==> src/rtl/csp_pkg.sv <==
package csp_pkg;

    typedef enum logic [1:0] {
        SEL_CTRL  = 2'd0,
        SEL_PHASE = 2'd1,
        SEL_SLEW  = 2'd2,
        SEL_EPOCH = 2'd3
    } wsel_e;

    typedef enum logic [1:0] {
        ST_UPDATE  = 2'd0,
        ST_STAGING = 2'd1,
        ST_ARMED   = 2'd2
    } state_e;

    localparam int CTRL_PRESET_BIT = 0;
    localparam int CTRL_SEL_LSB    = 1;

endpackage

==> src/rtl/csp_seq_fsm.sv <==
module csp_seq_fsm
    import csp_pkg::*;
(
    input  logic   clk,
    input  logic   rst_n,
    input  logic   ctrl_wr,
    input  logic   ctrl_preset,
    input  logic   epoch_wr,
    input  logic   dump,
    input  logic   tic,
    output state_e state_q,
    output logic   upd_fire,
    output logic   preset_load
);

    state_e state_d;

    // next-state selection; a control write overrides every other event
    always_comb begin
        state_d = state_q;
        unique case (state_q)
            ST_UPDATE: begin
                if (ctrl_wr && ctrl_preset)
                    state_d = ST_STAGING;
            end
            ST_STAGING: begin
                if (ctrl_wr)
                    state_d = ctrl_preset ? ST_STAGING : ST_UPDATE;
                else if (epoch_wr)
                    state_d = ST_ARMED;
            end
            ST_ARMED: begin
                if (ctrl_wr)
                    state_d = ctrl_preset ? ST_STAGING : ST_UPDATE;
                else if (tic)
                    state_d = epoch_wr ? ST_ARMED : ST_STAGING;
            end
            default: state_d = ST_UPDATE;
        endcase
    end

    always_ff @(posedge clk) begin
        if (!rst_n)
            state_q <= ST_UPDATE;
        else
            state_q <= state_d;
    end

    // state-decoded trigger outputs
    always_comb begin
        upd_fire    = 1'b0;
        preset_load = 1'b0;
        unique case (state_q)
            ST_UPDATE:  upd_fire    = dump;
            ST_STAGING: ;
            ST_ARMED:   preset_load = tic;
            default: ;
        endcase
    end

endmodule

==> src/rtl/csp_stage_slot.sv <==
module csp_stage_slot #(
    parameter int W      = 10,
    parameter int DATA_W = 16
) (
    input  logic              clk,
    input  logic              rst_n,
    input  logic              wr,
    input  logic              cancel,
    input  logic              consume,
    input  logic [DATA_W-1:0] data,
    output logic [W-1:0]      val,
    output logic              pend
);

    always_ff @(posedge clk) begin
        if (!rst_n) begin
            val  <= '0;
            pend <= 1'b0;
        end else begin
            if (wr)
                val <= data[W-1:0];
            // a write in the consuming cycle stays pending for the next trigger
            if (wr)
                pend <= 1'b1;
            else if (cancel || consume)
                pend <= 1'b0;
        end
    end

endmodule

==> src/rtl/csp_cmd_out.sv <==
module csp_cmd_out #(
    parameter int SLEW_W  = 11,
    parameter int PHASE_W = 10,
    parameter int EPOCH_W = 11,
    parameter int SAT_W   = 6
) (
    input  logic               clk,
    input  logic               rst_n,
    input  logic               ctrl_wr,
    input  logic               ctrl_preset,
    input  logic [SAT_W-1:0]   ctrl_sel,
    input  logic               upd_fire,
    input  logic               preset_load,
    input  logic               slew_pend,
    input  logic [SLEW_W-1:0]  slew_stage,
    input  logic               phase_pend,
    input  logic [PHASE_W-1:0] phase_stage,
    input  logic               epoch_pend,
    input  logic [EPOCH_W-1:0] epoch_stage,
    output logic               slew_fire,
    output logic [SLEW_W-1:0]  slew_amt,
    output logic               phase_fire,
    output logic [PHASE_W-1:0] phase_val,
    output logic               epoch_fire,
    output logic [EPOCH_W-1:0] epoch_val,
    output logic [SAT_W-1:0]   code_sel
);

    logic             go_slew;
    logic             go_phase;
    logic             go_epoch;
    logic [SAT_W-1:0] sel_stage;

    always_comb begin
        go_slew  = (upd_fire || preset_load) && slew_pend;
        go_phase = (upd_fire && phase_pend) || preset_load;
        go_epoch = (upd_fire && epoch_pend) || preset_load;
    end

    always_ff @(posedge clk) begin
        if (!rst_n) begin
            slew_fire  <= 1'b0;
            slew_amt   <= '0;
            phase_fire <= 1'b0;
            phase_val  <= '0;
            epoch_fire <= 1'b0;
            epoch_val  <= '0;
        end else begin
            slew_fire  <= go_slew;
            slew_amt   <= go_slew  ? slew_stage  : '0;
            phase_fire <= go_phase;
            phase_val  <= go_phase ? phase_stage : '0;
            epoch_fire <= go_epoch;
            epoch_val  <= go_epoch ? epoch_stage : '0;
        end
    end

    always_ff @(posedge clk) begin
        if (!rst_n) begin
            sel_stage <= '0;
            code_sel  <= '0;
        end else begin
            if (ctrl_wr)
                sel_stage <= ctrl_sel;
            if (ctrl_wr && !ctrl_preset)
                code_sel <= ctrl_sel;
            else if (preset_load)
                code_sel <= sel_stage;
        end
    end

endmodule

==> src/rtl/code_slew_preset.sv <==
module code_slew_preset
    import csp_pkg::*;
#(
    parameter int DATA_W  = 16,
    parameter int SLEW_W  = 11,
    parameter int PHASE_W = 10,
    parameter int EPOCH_W = 11,
    parameter int SAT_W   = 6
) (
    input  logic               clk,
    input  logic               rst_n,
    input  logic               wr_en,
    input  logic [1:0]         wr_sel,
    input  logic [DATA_W-1:0]  wr_data,
    input  logic               dump,
    input  logic               tic,
    output logic               slew_fire,
    output logic [SLEW_W-1:0]  slew_amt,
    output logic               phase_fire,
    output logic [PHASE_W-1:0] phase_val,
    output logic               epoch_fire,
    output logic [EPOCH_W-1:0] epoch_val,
    output logic [SAT_W-1:0]   code_sel
);

    localparam int NSLOT = 3;
    localparam int SLOT_PHASE = 0;
    localparam int SLOT_SLEW  = 1;
    localparam int SLOT_EPOCH = 2;
    localparam int MAXW = (SLEW_W > PHASE_W) ? ((SLEW_W > EPOCH_W) ? SLEW_W : EPOCH_W)
                                             : ((PHASE_W > EPOCH_W) ? PHASE_W : EPOCH_W);

    logic             ctrl_wr;
    logic             ctrl_preset;
    logic [SAT_W-1:0] ctrl_sel;
    logic             upd_fire;
    logic             preset_load;
    state_e           state_q;

    logic [NSLOT-1:0] slot_wr;
    logic [NSLOT-1:0] slot_pend;
    logic [MAXW-1:0]  slot_val [NSLOT];

    always_comb begin
        ctrl_wr     = wr_en && (wr_sel == SEL_CTRL);
        ctrl_preset = wr_data[CTRL_PRESET_BIT];
        ctrl_sel    = wr_data[CTRL_SEL_LSB +: SAT_W];
        slot_wr[SLOT_PHASE] = wr_en && (wr_sel == SEL_PHASE);
        slot_wr[SLOT_SLEW]  = wr_en && (wr_sel == SEL_SLEW);
        slot_wr[SLOT_EPOCH] = wr_en && (wr_sel == SEL_EPOCH);
    end

    csp_seq_fsm u_fsm (
        .clk         (clk),
        .rst_n       (rst_n),
        .ctrl_wr     (ctrl_wr),
        .ctrl_preset (ctrl_preset),
        .epoch_wr    (slot_wr[SLOT_EPOCH]),
        .dump        (dump),
        .tic         (tic),
        .state_q     (state_q),
        .upd_fire    (upd_fire),
        .preset_load (preset_load)
    );

    for (genvar g = 0; g < NSLOT; g++) begin : g_slot
        localparam int SW = (g == SLOT_PHASE) ? PHASE_W :
                            (g == SLOT_SLEW)  ? SLEW_W  : EPOCH_W;
        logic [SW-1:0] v;

        csp_stage_slot #(.W(SW), .DATA_W(DATA_W)) u_slot (
            .clk     (clk),
            .rst_n   (rst_n),
            .wr      (slot_wr[g]),
            .cancel  (ctrl_wr),
            .consume (upd_fire || preset_load),
            .data    (wr_data),
            .val     (v),
            .pend    (slot_pend[g])
        );

        always_comb slot_val[g] = MAXW'(v);
    end

    csp_cmd_out #(
        .SLEW_W  (SLEW_W),
        .PHASE_W (PHASE_W),
        .EPOCH_W (EPOCH_W),
        .SAT_W   (SAT_W)
    ) u_out (
        .clk         (clk),
        .rst_n       (rst_n),
        .ctrl_wr     (ctrl_wr),
        .ctrl_preset (ctrl_preset),
        .ctrl_sel    (ctrl_sel),
        .upd_fire    (upd_fire),
        .preset_load (preset_load),
        .slew_pend   (slot_pend[SLOT_SLEW]),
        .slew_stage  (slot_val[SLOT_SLEW][SLEW_W-1:0]),
        .phase_pend  (slot_pend[SLOT_PHASE]),
        .phase_stage (slot_val[SLOT_PHASE][PHASE_W-1:0]),
        .epoch_pend  (slot_pend[SLOT_EPOCH]),
        .epoch_stage (slot_val[SLOT_EPOCH][EPOCH_W-1:0]),
        .slew_fire   (slew_fire),
        .slew_amt    (slew_amt),
        .phase_fire  (phase_fire),
        .phase_val   (phase_val),
        .epoch_fire  (epoch_fire),
        .epoch_val   (epoch_val),
        .code_sel    (code_sel)
    );

endmodule

==> config.mk <==
export PLATFORM = sky130hd
export DESIGN_NAME = code_slew_preset
export DESIGN_NICKNAME = d
export VERILOG_FILES = /design/src/rtl/csp_pkg.sv /design/src/rtl/csp_seq_fsm.sv /design/src/rtl/csp_stage_slot.sv /design/src/rtl/csp_cmd_out.sv /design/src/rtl/code_slew_preset.sv
export SDC_FILE = /design/constraint.sdc
export NUM_CORES = 1
export LEC_CHECK = 0
export ABC_AREA = 1
export BUFFER_PORTS_ARGS = -buffer_cell sky130_fd_sc_hd__buf_2
export CAP_MARGIN = 25
export CORE_ASPECT_RATIO = 0.7
export CORE_MARGIN = 3
export CORE_UTILIZATION = 58
export CTS_CLUSTER_DIAMETER = 40
export DETAILED_ROUTE_END_ITERATION = 10
export PLACE_DENSITY = 0.84
export SLEW_MARGIN = 5
export SYNTH_ARGS = -nofsm -noshare
export SYNTH_HDL_FRONTEND = slang
export SYNTH_HIERARCHICAL = 1
export SYNTH_SLANG_ARGS = --single-unit
==> constraint.sdc <==
create_clock -name clk -period 4 [get_ports clk]
set_input_delay 1.2 -clock clk [delete_from_list [all_inputs] [get_ports clk]]
set_output_delay 1.2 -clock clk [all_outputs]
set_load 0.05 [all_outputs]
# After elaboration in Yosys (flattened, before gate mapping)
# Index checks and enable logic that the tools add are counted.
# word_totals
input_bits	23
out_inout_bits	41
ff_bits	84
elab_cells	63
# classes
eq_ne	8
reduce_logical	24
muxes	16
# op_table
op	n
$mux W2	6
$mux W6	2
$logic_and A1 B1 Y1	9
$reduce_bool A2 Y1	4
$mux W1	7
$eq A2 B2 Y1 const B	3
$pmux W2 S3	1
$reduce_and A2 Y1	3
$eq A2 B1 Y1 const B	2
$logic_not A2 Y1	2
$logic_or A1 B1 Y1	4
$ne A3 B1 Y1 const B	1
$ne A3 B2 Y1 const B	1
$reduce_and A3 Y1	1
$ne A2 B1 Y1 const B	1
$logic_not A1 Y1	1

# Logic depth before layout (Yosys ltp)
# logic_depth
word_depth	6
mapped_depth	9
ltp_nobuf	9

# By module
# The synthesis kept the hierarchy.
# by_module_without_submodules
mod	n_inst	cells_each	area_each_um2
csp_cmd_out	1	184	1622.8
csp_stage_slot (g_slot[1].u_slot ...)	2	54	439.2
csp_stage_slot (g_slot[0].u_slot)	1	50	397.9
csp_seq_fsm	1	28	170.2
code_slew_preset	1	9	36.3

# Least setup slack after synthesis
# No wires, ideal clock.
# synth_path
path_kind	input-to-reg
from	in wr_sel[1]
to	reg u_out.code_sel[1]
required_ns	3.930
t_arrival_ns	2.211
stages	9
setup_ns	0.070
slack_ns	1.719
path_buffers	2
cell_sequence	inv_1 > nand2_1 > nor2_1 > buf_4 > nand2_1 > buf_4 > nand2_1 > nand2_1 > a21oi_1
# synth_between
elab_chain_cells	4
# synth_rtl
element	line	rtl
from (decl)	code_slew_preset.sv:13	input logic [1:0] wr_sel,
$logic_not A2 Y1 (*)	code_slew_preset.sv:45	ctrl_wr = wr_en && (wr_sel == SEL_CTRL);
$logic_and A1 B1 Y1 (*)	code_slew_preset.sv:45	
net ctrl_wr	code_slew_preset.sv:33	logic ctrl_wr;
$logic_and A1 B1 Y1 (*)	csp_cmd_out.sv:65	if (ctrl_wr && !ctrl_preset)
$mux W6 / $reduce_bool A2 Y1 (equally long branches)	-	
to (signal assigned)	csp_cmd_out.sv:66	code_sel <= ctrl_sel;
to (signal assigned)	csp_cmd_out.sv:68	code_sel <= sel_stage;
to (decl)	csp_cmd_out.sv:26	output logic [SAT_W-1:0] code_sel
# Mark *: on every way through the listed nets, which the timed path passes. The rest lies on a longest branch.
# A chain may end at the register's enable or synchronous reset.

# Final worst setup path
# layout_path
from	in wr_sel[0]
to	reg u_fsm.state_q[1]
# layout_between
elab_chain_cells	6
# layout_rtl
element	line	rtl
$eq A2 B2 Y1 (*)	code_slew_preset.sv:50	slot_wr[SLOT_EPOCH] = wr_en && (wr_sel == SEL_EPOCH);
$logic_and A1 B1 Y1 (*)	code_slew_preset.sv:50	
net slot_wr[2]	code_slew_preset.sv:40	logic [NSLOT-1:0] slot_wr;
$mux W2	csp_seq_fsm.sv:36	state_d = epoch_wr ? ST_ARMED : ST_STAGING;
$mux W2	csp_seq_fsm.sv:35	else if (tic)
$mux W2	csp_seq_fsm.sv:33	if (ctrl_wr)
$pmux W2 S3	csp_seq_fsm.sv:21	unique case (state_q)
to (signal assigned)	csp_seq_fsm.sv:46	state_q <= state_d;
to (decl)	csp_seq_fsm.sv:11	output state_e state_q,
# Mark *: on every way through the listed nets, which the timed path passes. The rest lies on a longest branch. The select of a mux whose other input is x is not followed.

==> run summary <==
In this run the power density over the cells is 498 mW/mm^2. The worst hold path begins at g_slot[1].u_slot/val[0]$_SDFFE_PN0P_. The flow ran to the end, and the final reports show no timing, DRC or antenna violations. The count of unique library cells instantiated by Yosys is 22, and the critical-path maximum fanout is 14. The vertical extent of the die was 67.2 um.

The kind of critical path is in2reg. Of all cell types, the one taking the most synthesized area is sky130_fd_sc_hd__dfxtp_1. The worst pin sits at a relative slew slack of 36.5%. The clock drives 84 sinks. The wire length of the first global-routing pass came out at 10.2 mm. Max-cap violations in this run came to 0.

STA classifies the critical path startpoint as a primary input. The post-route met1 wirelength is 2.70 mm. The worst hold-check path type was reg2reg. The width of the chip works out to 93.5 um.

The design draws 1.78 mW. Number of hold-slack violations in the final timing report: 0. Once layout is complete, the utilization of the core stands at 71.9%. Dividing the detail-routed wire length by the instance count gives 12.5 um.

At the pin with the least slew margin, the transition time is 0.949 ns. Summing every instance area after synthesis gives 0.00311 mm^2. On the final layout, the worst clock skew is 0.00849 ns. For the data required time at the worst endpoint, the log shows 4.24 ns. Once the clock tree was built, the setup fixing pass inserted 0 buffers.

The area added between synthesis and finish is 15.0%, and the CTS clock-pin slew for the worst setup and hold paths is 0.08 ns. Of the cells placed in the final design, the portion with a size suffix greater than 1 is 28.5%. The run gives 0 as the initial antenna violation count. The routed design uses 2.90 mm of met2 wire. The number of hold buffers added after CTS was 0.

Post-CTS repair changed the size of 0 cells. The final number of max-transition violations is 0, and the standard cell core area is 0.00497 mm^2. Including well taps, the total number of placed cells is 491. The multi-input combinational cells in the finished layout cover a total of 0.00105 mm^2. Sorting the synthesized cells by area gives the leading types as sky130_fd_sc_hd__dfxtp_1 54%, sky130_fd_sc_hd__nor2_1 9.1%, sky130_fd_sc_hd__inv_1 6.6%. Summed over all cells, the static leakage comes to 1.65 nW. Counting the fill cells in the layout gives 400. The detailed-routed wire length on met3 was 611 um. For the final worst hold slack, the log shows 0.427 ns. The worst setup path startpoint is wr_sel[0]. Global routing finished with a remaining overflow of 0. TritonCTS built the clock tree. The tools report the worst reg2reg path startpoint as u_fsm/state_q[0]$_SDFFE_PN0P_.

The share of the clock period used by the worst path after layout is 60.7%, and the count of non-filler cells in the finished layout is 507. The number of antenna diodes came out at 0. In this run, synthesis produced a sequential element count of 84.

In the routed design, unresolved DRC markers number 0. Via density per instance: 4.85. The peak clock frequency supported by timing is 412 MHz. The full die area came out at 0.00628 mm^2. The tools report the H-tree depth reported by CTS as 3. The logs give 402 for the post-synth net total and 0.343 mV for the peak supply drop. Number of enable flip-flop cells after synthesis: 0. The number of vias after detailed routing was 2460; the synthesized instance count was 379. Setup violations remaining at the end of the flow were counted as 0. For this configuration, the core starts out at a cell density of 62.5%.

Setup repair after global routing left no endpoint under its margin. Registers take 0.00168 mm^2. The first detailed-routing pass took 4 iterations. For the worst-skew pair, the clock arrives at the later sink with an insertion delay of 0.35 ns.

Routed signal wires occupy layers up through met4. The logs give 6.32 mm for the wire length reported by the detailed router and 0.878 for the weighted congestion reported at the end of routability-driven placement. The share of the Yosys chip area taken by registers is 54.1%.

The logs give 2178 for the via count of the first global-routing pass and 21.6% for the global router's overall resource usage. Once detailed placement completed, the half-perimeter wirelength came to 4.15 mm. Data on the critical path arrives at its endpoint at 2.67 ns.

The remaining antenna violation count is 0, and the largest net degree at the start of global routing is 45. During placement, the flow inserted port buffers numbering 58. For this run, the leading register cell type out of synthesis is sky130_fd_sc_hd__dfxtp_1. Endpoint type of the worst setup path: a flop. No sink is reached through more buffers than the 2 on the longest clock path.

Of the post-synthesis cell area, the dominant cell type holds 54.1%. The root buffer cell chosen for the clock tree is sky130_fd_sc_hd__clkbuf_8. The average instance in the mapped netlist occupies 8.19 um^2. The final layout contains 456 nets.

For this design the top-level I/O count stands at 64. The final-layout setup total negative slack is 0 ns. After floorplanning, the core was divided into 21 placement rows. The initial detailed-routing violation count was 169; the async set-or-reset flop fraction in the synthesized netlist was 0%. The Yosys step of the flow raised 6 warnings. The worst path in the final design needs a cycle of 2.43 ns, including I/O delays and setup. In this run, CTS created clock tree buffers numbering 9.
where the power goes:
part           switching, mW  total (mW)  internal, mW
clock                  0.298       0.652         0.354
sequential            0.0232       0.895         0.872
combinational          0.166       0.232        0.0662
total                  0.487        1.78          1.29
critical path, stage by stage:
cell and delay, ns:
sky130_fd_sc_hd__buf_2 0.10, sky130_fd_sc_hd__inv_1 0.05, sky130_fd_sc_hd__nor2_1 0.72, sky130_fd_sc_hd__nor2_1 0.14, sky130_fd_sc_hd__nand2_1 0.15, sky130_fd_sc_hd__nand3_2 0.12, sky130_fd_sc_hd__nor2_1 0.14, sky130_fd_sc_hd__nor2_1 0.06
final cells by class:
| type | instances | area share (%) |
|---|---|---|
| inverter | 61 | 6.41 |
| clock buffer | 9 | 3.47 |
| timing repair buffer | 59 | 8.34 |
| multi-input combinational | 218 | 29.5 |
| sequential | 84 | 47.1 |
| clock inverter | 7 | 2.73 |
| tap | 69 | 2.42 |
final timing paths:
kind | to | slack [ns] | depth (start not counted)
min reg2reg | u_out/slew_amt[0]$_SDFF_PN0_ | 0.43 | 2
max reg2reg | u_out/epoch_val[0]$_SDFF_PN0_ | 2.32 | 4
max | u_fsm/state_q[1]$_SDFFE_PN0P_ | 1.57 | 8
min | u_out/slew_amt[0]$_SDFF_PN0_ | 0.43 | 2
sequential cells by signal (all words and copies together), names as in the netlist:
register	count
u_out/phase_fire	1
u_fsm/state_q	2
g_slot.u_slot/val	32
u_out/epoch_fire	1
u_out/sel_stage	6
g_slot.u_slot/pend	3
u_out/slew_amt	11
u_out/slew_fire	1
u_out/code_sel	6
u_out/phase_val	10
u_out/epoch_val	11
cell usage in the layout, fill, tap and decap left out, types with 2 or more instances in the layout:
cell,n
sky130_fd_sc_hd__nor2_4,2
sky130_fd_sc_hd__nand3_1,16
sky130_fd_sc_hd__a21oi_2,3
sky130_fd_sc_hd__clkinvlp_4,2
sky130_fd_sc_hd__o21ai_1,5
sky130_fd_sc_hd__inv_1,55
sky130_fd_sc_hd__a21oi_1,13
sky130_fd_sc_hd__nand3_2,2
sky130_fd_sc_hd__buf_2,58
sky130_fd_sc_hd__inv_2,6
sky130_fd_sc_hd__nor2_1,75
sky130_fd_sc_hd__o21ai_0,34
sky130_fd_sc_hd__o21ai_2,2
sky130_fd_sc_hd__nor2_2,33
sky130_fd_sc_hd__dfxtp_1,84
sky130_fd_sc_hd__bufinv_16,2
sky130_fd_sc_hd__clkbuf_8,9
sky130_fd_sc_hd__nand2_1,28
sky130_fd_sc_hd__inv_6,2
stage by stage:
| step | setup slack (ns) | cell area, um^2 |
|---|---|---|
| 5_1_grt | 1.44 | 3570 |
| 2_1_floorplan | 1.72 | 3110 |
| 3_5_place_dp | 1.33 | 3350 |
| 6_report | 1.57 | 3570 |
| 4_1_cts | 1.65 | 3570 |
| 3_3_place_gp | 1.34 | 3350 |
cells by family (layout without fill, tap and decap cells):
family,count (synthesis),count (layout),synth area share (%)
AO/OA/AOI/OAI,58,58,10.0
flip-flops,84,84,54.1
AND/OR/NAND/NOR,160,160,23.9
buffers and inverters,77,136,11.9
metal layers:
metal,track usage (%),up-vias
met2,34.0,92
met4,8.23,0
met1,27.8,1100
met5,0,-
li1,-,1256
met3,7.02,12
synth_stat cells, types with 5 or more instances:
cell / count
sky130_fd_sc_hd__a21oi_1: 13
sky130_fd_sc_hd__buf_6: 8
sky130_fd_sc_hd__dfxtp_1: 84
sky130_fd_sc_hd__inv_1: 55
sky130_fd_sc_hd__inv_2: 6
sky130_fd_sc_hd__nand2_1: 28
sky130_fd_sc_hd__nand3_1: 16
sky130_fd_sc_hd__nor2_1: 75
sky130_fd_sc_hd__nor2_2: 33
sky130_fd_sc_hd__o21ai_0: 34
sky130_fd_sc_hd__o21ai_1: 5
(Power assumes the default switching activity.)
